==> src/rtl/eia_pkg.sv <==
// Package: shared constants and the offset decode for the aggregator.
// Assumes byte offsets fit in 8 bits and registers are 32 bits wide.
package eia_pkg;
    localparam int unsigned REG_W    = 32;
    localparam logic [7:0]  OFS_CLR  = 8'h10;
    localparam logic [7:0]  OFS_MASK = 8'h14;
    localparam logic [7:0]  OFS_STAT = 8'h1c;

    typedef enum logic [1:0] {
        SEL_NONE = 2'd0,
        SEL_CLR  = 2'd1,
        SEL_MASK = 2'd2,
        SEL_STAT = 2'd3
    } reg_sel_e;

    // Map a byte offset onto the register it selects.
    function automatic reg_sel_e decode_ofs(input logic [7:0] ofs);
        case (ofs)
            OFS_CLR:  decode_ofs = SEL_CLR;
            OFS_MASK: decode_ofs = SEL_MASK;
            OFS_STAT: decode_ofs = SEL_STAT;
            default:  decode_ofs = SEL_NONE;
        endcase
    endfunction
endpackage

==> src/rtl/eia_sync.sv <==
// Module: eia_sync
// Two-flop synchroniser, one chain per source line.
// Assumes the source lines are asynchronous and stay high or low for at
// least two clock periods.
module eia_sync #(
    parameter int unsigned NUM_SRC = 32
) (
    input  logic               clk,
    input  logic               rst_n,
    input  logic [NUM_SRC-1:0] async_i,
    output logic [NUM_SRC-1:0] sync_o
);
    logic [NUM_SRC-1:0] stage1_q;
    logic [NUM_SRC-1:0] stage2_q;

    for (genvar g = 0; g < NUM_SRC; g++) begin : g_chain
        // Two-stage capture of one asynchronous line.
        always_ff @(posedge clk) begin
            if (!rst_n) begin
                stage1_q[g] <= 1'b0;
                stage2_q[g] <= 1'b0;
            end else begin
                stage1_q[g] <= async_i[g];
                stage2_q[g] <= stage1_q[g];
            end
        end
    end

    assign sync_o = stage2_q;
endmodule

==> src/rtl/eia_capture.sv <==
// Module: eia_capture
// Detects rising edges of the synchronised lines and keeps a sticky pending
// bit per source. A clear bit at 1 holds its pending bit at 0, and an edge
// that arrives in that window is discarded.
// Assumes sync_i is already in the clk domain.
module eia_capture #(
    parameter int unsigned NUM_SRC = 32
) (
    input  logic               clk,
    input  logic               rst_n,
    input  logic [NUM_SRC-1:0] sync_i,
    input  logic [NUM_SRC-1:0] clr_i,
    output logic [NUM_SRC-1:0] pend_o
);
    logic [NUM_SRC-1:0] prev_q;
    logic [NUM_SRC-1:0] pend_q;
    logic [NUM_SRC-1:0] rise;

    assign rise = sync_i & ~prev_q;

    // Remember the previous synchronised level for edge detection.
    always_ff @(posedge clk) begin
        if (!rst_n) prev_q <= '0;
        else        prev_q <= sync_i;
    end

    // Set pending on an edge, hold it while cleared.
    always_ff @(posedge clk) begin
        if (!rst_n) pend_q <= '0;
        else        pend_q <= (pend_q | rise) & ~clr_i;
    end

    assign pend_o = pend_q;

    // a held clear forces its pending bit low on the next edge.
    assert_clear_blocks_R4: assert property (@(posedge clk) disable iff (!rst_n)
        (clr_i != '0) |=> ((pend_q & $past(clr_i)) == '0));

    // a pending bit falls only where the clear bit was set.
    assert_sticky_pend_R3: assert property (@(posedge clk) disable iff (!rst_n)
        (pend_q != '0) |=> (($past(pend_q) & ~pend_q & ~$past(clr_i)) == '0));

    // an edge outside a clear window always sets its pending bit.
    assert_edge_captured_R2: assert property (@(posedge clk) disable iff (!rst_n)
        ((rise & ~clr_i) != '0) |=> ((pend_q & $past(rise & ~clr_i)) == $past(rise & ~clr_i)));
endmodule

==> src/rtl/eia_regs.sv <==
// Module: eia_regs
// Register port: stores the clear and mask registers, decodes writes and
// drives combinational read data. The status offset is read-only.
// Assumes NUM_SRC <= 32 and one write per cycle at most.
module eia_regs
    import eia_pkg::*;
#(
    parameter int unsigned NUM_SRC = 32,
    parameter int unsigned ADDR_W  = 8
) (
    input  logic               clk,
    input  logic               rst_n,
    input  logic [ADDR_W-1:0]  addr_i,
    input  logic               wr_en_i,
    input  logic [REG_W-1:0]   wr_data_i,
    input  logic [NUM_SRC-1:0] pend_i,
    output logic [NUM_SRC-1:0] clr_o,
    output logic [NUM_SRC-1:0] mask_o,
    output logic [REG_W-1:0]   rd_data_o
);
    logic [NUM_SRC-1:0] clr_q;
    logic [NUM_SRC-1:0] mask_q;
    reg_sel_e           sel;

    assign sel = decode_ofs(8'(addr_i));

    // Clear register: written by software, held until rewritten.
    always_ff @(posedge clk) begin
        if (!rst_n)                          clr_q <= '0;
        else if (wr_en_i && sel == SEL_CLR)  clr_q <= wr_data_i[NUM_SRC-1:0];
    end

    // Mask register: every source masked out of reset.
    always_ff @(posedge clk) begin
        if (!rst_n)                          mask_q <= '1;
        else if (wr_en_i && sel == SEL_MASK) mask_q <= wr_data_i[NUM_SRC-1:0];
    end

    // Read multiplexer; unused offsets return zero.
    always_comb begin
        case (sel)
            SEL_CLR:  rd_data_o = REG_W'(clr_q);
            SEL_MASK: rd_data_o = REG_W'(mask_q);
            SEL_STAT: rd_data_o = REG_W'(pend_i);
            default:  rd_data_o = '0;
        endcase
    end

    assign clr_o  = clr_q;
    assign mask_o = mask_q;

    // reset leaves all sources masked and no clear held.
    assert_reset_state_R1: assert property (@(posedge clk)
        !rst_n |=> (mask_q == '1 && clr_q == '0));

    // a write that selects no writable register changes nothing.
    assert_nowrite_stable_R9: assert property (@(posedge clk) disable iff (!rst_n)
        (wr_en_i && sel != SEL_CLR && sel != SEL_MASK) |=> ($stable(mask_q) && $stable(clr_q)));
endmodule

==> src/rtl/ext_irq_aggregator.sv <==
// Module: ext_irq_aggregator (top)
// Merges NUM_SRC external interrupt lines into one registered request for a
// parent controller, with per-source mask, clear and pending status.
// Assumes a single-cycle register access and NUM_SRC <= 32.
module ext_irq_aggregator
    import eia_pkg::*;
#(
    parameter int unsigned NUM_SRC = 32,
    parameter int unsigned ADDR_W  = 8
) (
    input  logic               clk,
    input  logic               rst_n,
    input  logic [NUM_SRC-1:0] src_i,
    input  logic [ADDR_W-1:0]  addr_i,
    input  logic               wr_en_i,
    input  logic [REG_W-1:0]   wr_data_i,
    output logic [REG_W-1:0]   rd_data_o,
    output logic               irq_o
);
    logic [NUM_SRC-1:0] src_sync;
    logic [NUM_SRC-1:0] pend;
    logic [NUM_SRC-1:0] clr;
    logic [NUM_SRC-1:0] mask;
    logic               irq_q;

    eia_sync #(.NUM_SRC(NUM_SRC)) u_sync (
        .clk     (clk),
        .rst_n   (rst_n),
        .async_i (src_i),
        .sync_o  (src_sync)
    );

    eia_capture #(.NUM_SRC(NUM_SRC)) u_capture (
        .clk    (clk),
        .rst_n  (rst_n),
        .sync_i (src_sync),
        .clr_i  (clr),
        .pend_o (pend)
    );

    eia_regs #(.NUM_SRC(NUM_SRC), .ADDR_W(ADDR_W)) u_regs (
        .clk       (clk),
        .rst_n     (rst_n),
        .addr_i    (addr_i),
        .wr_en_i   (wr_en_i),
        .wr_data_i (wr_data_i),
        .pend_i    (pend),
        .clr_o     (clr),
        .mask_o    (mask),
        .rd_data_o (rd_data_o)
    );

    // Registered OR of unmasked pending sources, glitch-free to the parent.
    always_ff @(posedge clk) begin
        if (!rst_n) irq_q <= 1'b0;
        else        irq_q <= |(pend & ~mask);
    end

    assign irq_o = irq_q;

    // an unmasked pending source raises the request one edge later.
    assert_irq_raised_R6: assert property (@(posedge clk) disable iff (!rst_n)
        ((pend & ~mask) != '0) |=> irq_o);

    // with nothing unmasked and pending, the request drops one edge later.
    assert_irq_dropped_R6: assert property (@(posedge clk) disable iff (!rst_n)
        ((pend & ~mask) == '0) |=> !irq_o);
endmodule

==> config.mk <==
export PLATFORM = sky130hd
export DESIGN_NAME = ext_irq_aggregator
export DESIGN_NICKNAME = d
export VERILOG_FILES = /design/src/rtl/eia_pkg.sv /design/src/rtl/eia_sync.sv /design/src/rtl/eia_capture.sv /design/src/rtl/eia_regs.sv /design/src/rtl/ext_irq_aggregator.sv
export SDC_FILE = /design/constraint.sdc
export NUM_CORES = 1
export LEC_CHECK = 0
export ABC_AREA = 1
export BUFFER_PORTS_ARGS = -buffer_cell sky130_fd_sc_hd__buf_2
export CAP_MARGIN = 5
export CORE_AREA = 2 2 183 167
export DETAILED_ROUTE_END_ITERATION = 10
export DIE_AREA = 0 0 185 169
export PLACE_DENSITY = 0.39
export SKIP_CTS_REPAIR_TIMING = 1
export SYNTH_ARGS = -nofsm -noshare
export SYNTH_HDL_FRONTEND = slang
export SYNTH_SLANG_ARGS = --single-unit
==> constraint.sdc <==
create_clock -name clk -period 1.5 [get_ports clk]
set_input_delay 0.3 -clock clk [delete_from_list [all_inputs] [get_ports clk]]
set_output_delay 0.3 -clock clk [all_outputs]
set_load 0.02 [all_outputs]
Word-level counts from Yosys, hierarchy flattened
Index checks and enable logic that the tools add are counted.
- reduce and logical (&&, ||, !) cells: 3
- bitwise logic cells: 7
- equal/unequal tests: 6
- multiplexer cells: 2
- operators with widths (cell ; count):
    $and A32 B32 Y32 ; 3
    $not A32 Y32 ; 3
    $pmux W32 S3 ; 1
    $or A32 B32 Y32 ; 1
    $reduce_or A32 Y1 ; 1
    $eq A8 B5 Y1 const B ; 3
    $pmux W2 S3 ; 1
    $eq A2 B2 Y1 const B ; 2
    $eq A2 B1 Y1 const B ; 1
    $logic_and A1 B1 Y1 ; 2
- register bits: 193
- word-level logic and storage cells: 87
- input bits: 75
- output and inout bits: 33

Depth between registers and ports, before layout
- depth after elaboration: 4
- gate-level depth with buffers: 10
- mapped depth without buffers: 9

Hierarchy
A second synthesis with hierarchy kept.
- cells, all modules: 1135
- area, all modules: 8239.2 um^2
- by module, submodules not included (module ; cells each ; area each (um^2) ; seq. area each (um^2) ; instances):
    eia_regs ; 517 ; 3552.2 ; 1281.2 ; 1
    eia_capture ; 327 ; 2477.4 ; 1281.2 ; 1
    eia_sync ; 199 ; 1840.5 ; 1281.2 ; 1
    ext_irq_aggregator ; 92 ; 369.1 ; 20.0 ; 1

Worst setup path after synthesis
Ideal clock, no wire load.
- path type: input-to-output
- from: input port addr_i[2]
- to: output port rd_data_o[0]
- required time: 1200 ps
- buffers on the path: 1
- stages: 7
- arrival time: 1384 ps
- path slack: -184 ps
- cells stage by stage: inv_1 -> nor2_2 -> inv_1 -> nor2_1 -> nand2_2 -> clkbuf_1 -> o211ai_1
- cells in the longest elaborated chain, start to end: 4
- elaborated cells on any way between the ends: 8
- those cells by class: 6 x eq/ne; 2 x mux
- ends and longest elaborated chain (what ; RTL line ; source):
    from (decl) ; ext_irq_aggregator.sv:14 ; input logic [ADDR_W-1:0] addr_i,
    $eq A8 B5 Y1 ; eia_pkg.sv:18 ; case (ofs)
    $pmux W2 S3 (*) ; eia_pkg.sv:18 ;
    $eq A2 B2 Y1 / $eq A2 B1 Y1 (equally long branches) ; eia_regs.sv:41 ; case (sel)
    $pmux W32 S3 (*) ; eia_regs.sv:41 ;
    to (decl) ; ext_irq_aggregator.sv:17 ; output logic [REG_W-1:0] rd_data_o,
Mark *: on every way between the ends. The rest lies on a longest branch, timed or not.

Worst setup path in the final report
- from: input port addr_i[6]
- to: output port rd_data_o[3]
The elaborated chain is that of the path after synthesis.

==> flow_summary.json <==
{
  "outcome": "finished with violations",
  "violations": "negative setup slack",
  "power_frac_clock": 0.430,
  "grt_busiest_layer": "met2",
  "swShare": 0.248,
  "gp_congestion": 0.729,
  "final_cells": 1537,
  "num_rows": 60,
  "cts_made_buffers": 17,
  "crit_required_ns": 1.20,
  "critPathMaxFanout": 6,
  "avgViaCountPerCell": 3.93,
  "reg2reg_slack_ns": 0.41,
  "synthDistinctLibCells": 21,
  "setup_ws_ns": -0.377,
  "p_seq_frac": 0.519,
  "die_h_um": 169,
  "crit_type": "input port to output pin",
  "die_w_um": 185,
  "start_kind": "input port",
  "grt_use_total": 0.134,
  "core-area_um2": 29400,
  "antenna_cells": 0,
  "gr-usage-met3": 0.0331,
  "irDropWorstVdd_v": 0.000731,
  "worstHoldPathType": "input port to flop",
  "p_leak_nw": 5.14,
  "hp-start": "src_i[27]",
  "powerDensity_nw_per_um2": 1100,
  "cts-root-buf": "clkbuf_16",
  "p_switching_mw": 2.56,
  "setup_violations": 32,
  "dieArea_um2": 31300,
  "relSlewSlack": 0.769,
  "h-tree-depth": 4,
  "grt_max_degree": 67,
  "drt_iter0_markers": 255,
  "period_needed_ns": 1.88,
  "drv_cap": 0,
  "yosys_warnings": 0,
  "layout-drive-gt1-share": 0.190,
  "cts_tree": "done",
  "syn_nets": 1070,
  "dp_cells": 1500,
  "max_freq_mhz": 533,
  "ys_seq_elements": 193,
  "critPathArrivalTime_ns": 1.58,
  "crit-reg2reg-launch": "u_regs.mask_o[29]",
  "ios": 108,
  "start_util": 0.246,
  "combPwrFrac": 0.052,
  "insertion_delay_ns": 0.44,
  "ctsLongestPathBuffers": 2,
  "rsz0062_at_grt": "true",
  "cts_sinks": 193,
  "syn_area_um2": 7230,
  "grt_pass1_vias": 5723,
  "final_util": 0.320,
  "syn-instance-count": 995,
  "dpl.hpwl_um": 13600,
  "drt_pass1_iterations": 4,
  "post-route-period-util": 1.25,
  "maxSlewViolCount": 0,
  "clk_pin_slew_worst_paths_ns": 0.08,
  "ff2ff_path_depth": 7,
  "vias": 6041,
  "layout.nets": 1196,
  "fin_skew_ns": 0.0142,
  "drc_errors": 0,
  "ant_nets": 0,
  "route.detailed.wl_per_inst_um": 13.3,
  "whs_endpoint": "u_sync.stage1_q[27]",
  "worst_pin_slew_ns": 0.346,
  "met1_usage": 0.188,
  "r2r_end": "irq_o",
  "overflow": 0,
  "p_int_mw": 7.75,
  "syn_area_per_cell_um2": 7.26,
  "end_kind": "output pin",
  "met2_usage": 0.205,
  "final_hold_viol_count": 0,
  "grt_pass1_wl_um": 31600,
  "syn2layout_area_growth_pct": 30.4,
  "antenna_found_initial": 1,
  "hold_depth": 3,
  "synth-seq-area-share": 0.535,
  "io_buffers": 107,
  "wirelength_um": 20500
}
## per-stage QoR
stage	worst slack [ns]	TNS [ns]	hold WS (ns)	cell area, um^2	power [mW]
floorplan	-0.117	-2.26	0.390	7290	5.71
global placement	-0.389	-25.51	0.395	8520	5.99
detailed placement	-0.389	-24.71	0.396	8520	5.99
CTS	-0.400	-11.23	0.00582	9080	10.5
global route	-0.401	-11.31	0.0211	9420	10.8
finish	-0.377	-9.18	0.0307	9420	10.3
## power groups by stage
stage	Combinational (mW)	Clock, mW	Sequential [mW]
floorplan	0.267	0	5.45
global placement	0.522	0	5.47
detailed placement	0.525	0	5.47
CTS	0.528	4.64	5.35
global route	0.612	4.82	5.37
finish	0.532	4.43	5.35
## layout by cell type (no fill, tap or decap)
master     Yosys  routed
buf_12         0      14
nand3_4        0       1
nor3_1        33      32
inv_8          0       3
buf_8          0       1
nand3_2        1       3
buf_6          6      13
dfxtp_1      193     193
nand2_2        1      12
inv_6          0       6
o211ai_1      29      29
clkinv_4       0       3
buf_4          1      50
buf_2         10      68
o21ai_0        3       3
clkbuf_1      19       2
inv_1        202     197
nor3_4         1       1
nand3_1       35      32
clkbuf_16      0      19
a21oi_1       33      33
nand2_1      336     318
nor2_2         1       1
nand2_4        0       7
nor2_1        77      75
nor2_4         2       4
inv_12         0       1
nand4_1        5       5
nor3_2         0       1
clkbuf_8       0       1
inv_2          2       5
inv_4          0       1
## layer usage
layer  share of wire  up-vias
met5         0.00064        -
li1                -     3202
met2            0.44      110
met3           0.052       15
met1            0.50     2712
met4          0.0090        2
## worst max path at each step
stage	from	to	slack, ns	cells past startpoint
finish	addr_i[6]	rd_data_o[3]	-0.38	10
global route	addr_i[6]	rd_data_o[3]	-0.40	10
CTS	addr_i[2]	rd_data_o[3]	-0.40	9
detailed placement	addr_i[2]	rd_data_o[3]	-0.39	9
global placement	addr_i[2]	rd_data_o[3]	-0.39	9
floorplan	addr_i[2]	rd_data_o[0]	-0.12	7
## cells in the mapped netlist, drive strengths merged
cell type	instances	area, um^2
nor2	80	318
o21ai	3	15.0
nand3	36	185
nand4	5	31.3
inv	204	766
nand2	337	1270
buf	22	144
a21oi	33	165
nor3	34	181
clkbuf	19	71.3
dfxtp	193	3860
o211ai	29	218
## worst max-delay path, stage by stage
cell	delay (ns)
buf_6	0.10
nor2_4	0.14
nand3_4	0.10
buf_6	0.13
nor2_4	0.09
buf_12	0.14
clkbuf_16	0.18
nand2_4	0.04
o211ai_1	0.15
buf_4	0.21
## cell type report
class | count | area, um^2
fill | 3322 | 20000
timing repair buffer | 148 | 1210
tap | 403 | 504
clock inverter | 12 | 113
clock buffer | 20 | 447
multi-input combinational | 557 | 2500
sequential | 193 | 3860
inverter | 204 | 781
## logic make-up after synthesis
family                 share of synthesized area
and+or+nand+nor                            0.274
DFF                                        0.535
buffers and inverters                      0.136
AOI/OAI and AO/OA                         0.0551
## sequential cells by signal, summed over array words and instances, names as in the netlist
name and cells:
u_capture.pend_o 32, u_capture.prev_q 32, u_regs.clr_o 32, u_sync.stage1_q 32, u_sync.sync_o 32, u_regs.mask_o 32, irq_o 1
(Power assumes the default switching activity.)
